File: src/rtl/cla_adder.sv
module cla_adder #(
  parameter int W = 16
) (
  input  logic [W-1:0] a,
  input  logic [W-1:0] b,
  input  logic         carry_in,
  output logic [W-1:0] sum,
  output logic         carry_out
);
  localparam int NG = W / 4;
  localparam int NS = W / 16;

  logic [W-1:0]  g, p;
  logic [W:0]    c;
  logic [NG-1:0] gg, gp;
  logic [NG:0]   gcv;

  assign g = a & b;
  assign p = a | b;
  assign gcv[0] = carry_in;

  for (genvar k = 0; k < NG; k++) begin : grp
    localparam int I = 4 * k;
    assign c[I]   = gcv[k];
    assign c[I+1] = g[I] | (p[I] & gcv[k]);
    assign c[I+2] = g[I+1] | (p[I+1] & g[I]) | (p[I+1] & p[I] & gcv[k]);
    assign c[I+3] = g[I+2] | (p[I+2] & g[I+1]) | (p[I+2] & p[I+1] & g[I])
                  | (p[I+2] & p[I+1] & p[I] & gcv[k]);
    assign gg[k]  = g[I+3] | (p[I+3] & g[I+2]) | (p[I+3] & p[I+2] & g[I+1])
                  | (p[I+3] & p[I+2] & p[I+1] & g[I]);
    assign gp[k]  = &p[I+3:I];
  end

  for (genvar s = 0; s < NS; s++) begin : sec
    localparam int J = 4 * s;
    logic sx;
    if (s == 0) begin : first
      assign sx = carry_in;
    end else begin : chained
      assign sx = gcv[J];
    end
    assign gcv[J+1] = gg[J] | (gp[J] & sx);
    assign gcv[J+2] = gg[J+1] | (gp[J+1] & gg[J]) | (gp[J+1] & gp[J] & sx);
    assign gcv[J+3] = gg[J+2] | (gp[J+2] & gg[J+1]) | (gp[J+2] & gp[J+1] & gg[J])
                    | (gp[J+2] & gp[J+1] & gp[J] & sx);
    assign gcv[J+4] = gg[J+3] | (gp[J+3] & gg[J+2]) | (gp[J+3] & gp[J+2] & gg[J+1])
                    | (gp[J+3] & gp[J+2] & gp[J+1] & gg[J])
                    | (&gp[J+3:J] & sx);
  end

  assign c[W]      = gcv[NG];
  assign carry_out = gcv[NG];
  assign sum       = a ^ b ^ c[W-1:0];

  always_comb begin
    assert_total_R1: assert ({carry_out, sum} == ({1'b0, a} + {1'b0, b} + {{W{1'b0}}, carry_in}))
      else $error("R1 total mismatch");
    for (int k = 0; k < NG; k++) begin
      if (gg[k]) begin
        assert_group_gen_R3: assert (gcv[k+1]) else $error("R3 group %0d", k);
      end
      if (!gg[k] && !gp[k]) begin
        assert_group_kill_R4: assert (!gcv[k+1]) else $error("R4 group %0d", k);
      end
      if (!gg[k] && gp[k]) begin
        assert_group_pass_R5: assert (gcv[k+1] == gcv[k]) else $error("R5 group %0d", k);
      end
    end
    for (int i = 0; i < W; i++) begin
      assert_bit_carry_R6: assert (c[i+1] == ((a[i] & b[i]) | (a[i] & c[i]) | (b[i] & c[i])))
        else $error("R6 bit %0d", i);
    end
  end
endmodule

File: config.mk
export PLATFORM = sky130hd
export DESIGN_NAME = cla_adder
export DESIGN_NICKNAME = d
export VERILOG_FILES = /design/src/rtl/cla_adder.sv
export SDC_FILE = /design/constraint.sdc
export NUM_CORES = 1
export LEC_CHECK = 0
export CAP_MARGIN = 20
export CORE_AREA = 2 2 55 57
export DETAILED_ROUTE_END_ITERATION = 10
export DIE_AREA = 0 0 57 59
export PLACE_DENSITY = 0.81
export SLEW_MARGIN = 20
export SYNTH_ARGS = -nofsm -noshare
export SYNTH_HDL_FRONTEND = slang
export SYNTH_SLANG_ARGS = --single-unit
export TNS_END_PERCENT = 10
File: constraint.sdc
create_clock -name vclk -period 3.1
set_input_delay 0.465 -clock vclk [all_inputs]
set_output_delay 0.465 -clock vclk [all_outputs]
set_load 0.05 [all_outputs]
==> impl_results.html <==
<table>
<tr><th>Metric</th><th>Value</th></tr>
<tr><th colspan="2">Outcome</th></tr>
<tr><td>Result of the run</td><td>finished, final reports clean</td></tr>
<tr><th colspan="2">Cells and area</th></tr>
<tr><td>Most common cell after layout, fill and taps aside</td><td>inv_1</td></tr>
<tr><td>Area taken by multi-input logic gates</td><td>1101 um2</td></tr>
<tr><td>Filler Cells Inserted</td><td>199</td></tr>
<tr><td>Fraction of layout instances using a drive strength above 1</td><td>26.36%</td></tr>
<tr><td>Number of clock buffers in the layout</td><td>0</td></tr>
<tr><td>Diode insertion count for antenna repair</td><td>0</td></tr>
<tr><td>Count of flip-flops and latches</td><td>0</td></tr>
<tr><td>Number of nets in the layout</td><td>291</td></tr>
<tr><td>Area Growth Syn to Fin</td><td>74.52%</td></tr>
<tr><td>Area occupied by registers</td><td>0 um2</td></tr>
<tr><td>Most frequent cells in the layout</td><td>inv_1, ha_1, clkdlybuf4s50_1</td></tr>
<tr><td>Non-filler cells, final</td><td>251</td></tr>
<tr><th colspan="2">Floorplan</th></tr>
<tr><td>Total die area</td><td>3363 um2</td></tr>
<tr><td>Vertical die dimension</td><td>59 um</td></tr>
<tr><td>Core area</td><td>2710 um2</td></tr>
<tr><td>Initial Utilization</td><td>43.31%</td></tr>
<tr><td>Total I/O pin count</td><td>50</td></tr>
<tr><td>Die span in x</td><td>57 um</td></tr>
<tr><td>Core Rows</td><td>19</td></tr>
<tr><th colspan="2">Detailed routing</th></tr>
<tr><td>Drc violations</td><td>0</td></tr>
<tr><td>Total number of vias</td><td>1,266</td></tr>
<tr><td>Routed len/inst</td><td>12.56 um</td></tr>
<tr><td>Routed wire length</td><td>3.153 mm</td></tr>
<tr><td>Number of detailed-routing iterations run before antenna repair</td><td>4</td></tr>
<tr><td>Iteration-0 DRC Markers</td><td>18</td></tr>
<tr><td>Remaining number of nets flagged by the antenna check after routing</td><td>0</td></tr>
<tr><td>Via density per instance</td><td>5.044</td></tr>
<tr><th colspan="2">Global route</th></tr>
<tr><td>Initial antenna violation count</td><td>0</td></tr>
<tr><td>Maximum number of pins on one net before global-route repair</td><td>8</td></tr>
<tr><td>Aggregate global-route resource usage</td><td>18.34%</td></tr>
<tr><td>Total gr overflow</td><td>0</td></tr>
<tr><td>First-pass GRT wire length</td><td>5.223 mm</td></tr>
<tr><td>Vias in the first global route</td><td>1,369</td></tr>
<tr><th colspan="2">STA</th></tr>
<tr><td>Measured slew at the worst slew-check pin</td><td>0.5235 ns</td></tr>
<tr><td>Highest attainable clock frequency</td><td>328.8 MHz</td></tr>
<tr><td>Final Hold Viols</td><td>0</td></tr>
<tr><td>Worst setup margin</td><td>0.05841 ns</td></tr>
<tr><td>Share of the cycle needed by the critical path after routing</td><td>98.12%</td></tr>
<tr><td>Relative max-transition margin</td><td>64.20%</td></tr>
<tr><td>Slew Limit Fails</td><td>0</td></tr>
<tr><td>RSZ-0062 raised after global routing</td><td>true</td></tr>
<tr><td>Final worst path period need</td><td>3.042 ns</td></tr>
<tr><td>Post-route setup TNS</td><td>0 ns</td></tr>
<tr><td>Final setup violation count</td><td>0</td></tr>
<tr><th colspan="2">Place</th></tr>
<tr><td>Number of I/O port buffers</td><td>50</td></tr>
<tr><td>Total instance count after detailed placement</td><td>250</td></tr>
<tr><td>Routability-driven placement congestion ratio</td><td>0.8300</td></tr>
<tr><td>Detailed-placement wirelength estimate</td><td>2.681 mm</td></tr>
<tr><td>Pre-CTS setup slack</td><td>-0.1465 ns</td></tr>
<tr><th colspan="2">Worst setup path</th></tr>
<tr><td>Maximum net fanout on the critical path</td><td>4</td></tr>
<tr><td>Critical path's top delay family</td><td>adder cells</td></tr>
<tr><td>Required arrival time at the worst endpoint</td><td>2.63 ns</td></tr>
<tr><td>Critical path startpoint category</td><td>input port</td></tr>
<tr><td>Number of buffers and inverters on the critical path</td><td>2</td></tr>
<tr><td>Critical Setup Path Class</td><td>in -&gt; out</td></tr>
<tr><td>Cell with the largest stage delay on the worst path</td><td>fa_2</td></tr>
<tr><td>Data arrival at the endpoint of the critical path</td><td>2.58 ns</td></tr>
<tr><td>Worst-path cell chain</td><td>clkdlybuf4s50_1, ha_2, nand2b_1, and3_1, o31ai_2, nand2_1, a31o_2, fa_2, buf_12</td></tr>
<tr><td>CP peak stage delay</td><td>0.56 ns</td></tr>
<tr><td>CP endpoint kind</td><td>output port</td></tr>
<tr><th colspan="2">Yosys</th></tr>
<tr><td>Cell area after technology mapping</td><td>1174 um2</td></tr>
<tr><td>Seq/Total Area, Yosys</td><td>0%</td></tr>
<tr><td>Number of synthesis warnings</td><td>0</td></tr>
<tr><td>Net count after synthesis</td><td>225</td></tr>
<tr><td>Instance count of the mapped netlist</td><td>156</td></tr>
<tr><td>Count of distinct cell types in the synthesized netlist</td><td>37</td></tr>
<tr><td>Syn avg cell area</td><td>7.523 um2</td></tr>
<tr><th colspan="2">Pwr</th></tr>
<tr><td>Power Total</td><td>628.5 uW</td></tr>
<tr><td>Cell Pwr Density</td><td>306.9 nW/um2</td></tr>
<tr><td>Leakage power of the design</td><td>0.001047 uW</td></tr>
<tr><td>Peak VDD IR</td><td>0.2570 mV</td></tr>
<tr><th colspan="2">Min path</th></tr>
<tr><td>HP Class</td><td>in -&gt; out</td></tr>
<tr><th colspan="2">CTS</th></tr>
<tr><td>Number of buffers inserted by hold repair at cts</td><td>0</td></tr>
<tr><th colspan="2">Flow run</th></tr>
<tr><td>Max capacitance violation total</td><td>0</td></tr>
</table>
==> metal layers <==
metal	track usage (%)	part of all wire, %	vias to the layer above
li1	-	-	636
met1	18.93	35	591
met2	41.05	59	35
met3	0.4367	5.0	4
met4	1.993	0.82	0
met5	0	0	-
==> cell type report <==
| type | instances | share of cell area, % |
|---|---|---|
| Multi-Input combinational cell | 113 | 53.76 |
| Tap cell | 31 | 1.894 |
| Inverter | 43 | 7.880 |
| Timing Repair Buffer | 64 | 36.47 |
==> synthesized netlist by cell type (2+ instances only) <==
cell type / n / share of area [%]
and3_1: 2 / 1.1
xor2_1: 5 / 3.7
nand2b_1: 5 / 2.7
ha_1: 32 / 34
o21ai_0: 4 / 1.7
xnor2_1: 4 / 3.0
inv_1: 43 / 14
nor3_1: 4 / 1.7
nand2_1: 5 / 1.6
a2111oi_0: 2 / 1.5
a21o_1: 2 / 1.3
nor2b_1: 2 / 1.1
o31ai_1: 3 / 1.9
a21oi_1: 6 / 2.6
nor2_1: 10 / 3.2
fa_1: 4 / 6.8
a31oi_1: 3 / 1.6
==> path summary, 6_finish.rpt <==
path	start	to	slack, ns	depth (start not counted)
setup / recovery	a[3]	sum[12]	0.06	9
hold / removal	b[1]	sum[1]	1.57	5
==> cell families (layout without fill, tap and decap cells) <==
logic type,after synthesis,after routing,share of synthesized area (%)
AND/OR/NAND/NOR,36,36,16.21
adder cells (fa/ha/maj),36,36,40.94
XOR/XNOR,9,9,6.716
AO/OA/AOI/OAI,32,32,22.39
buffers and inverters,43,107,13.75
==> power breakdown <==
| part | switching, uW | total (uW) | internal [uW] |
|---|---|---|---|
| logic | 329 | 629 | 299 |
| registers | 0 | 0 | 0 |
| clock network | 0 | 0 | 0 |
==> per-stage QoR <==
stage / instance area (um2) / util [%] / hold WS, ns
finish: 2048 / 75.58 / 1.565
global route: 2048 / 75.58 / 1.596
CTS: 2002 / 73.87 / 1.575
detailed placement: 1951 / 71.98 / 1.796
global placement: 1951 / 71.98 / 1.773
floorplan: 1181 / - / 1.309
==> timing repair <==
| item | in CTS | in global routing |
|---|---|---|
| buffers inserted | 1 | 0 |
| endpoints found under the setup margin | 6 | 8 |
| gates cloned | 0 | 0 |
| pin swaps | 6 | 6 |
| resized for setup | 16 | 12 |
Power figures use the tool's default switching activity.
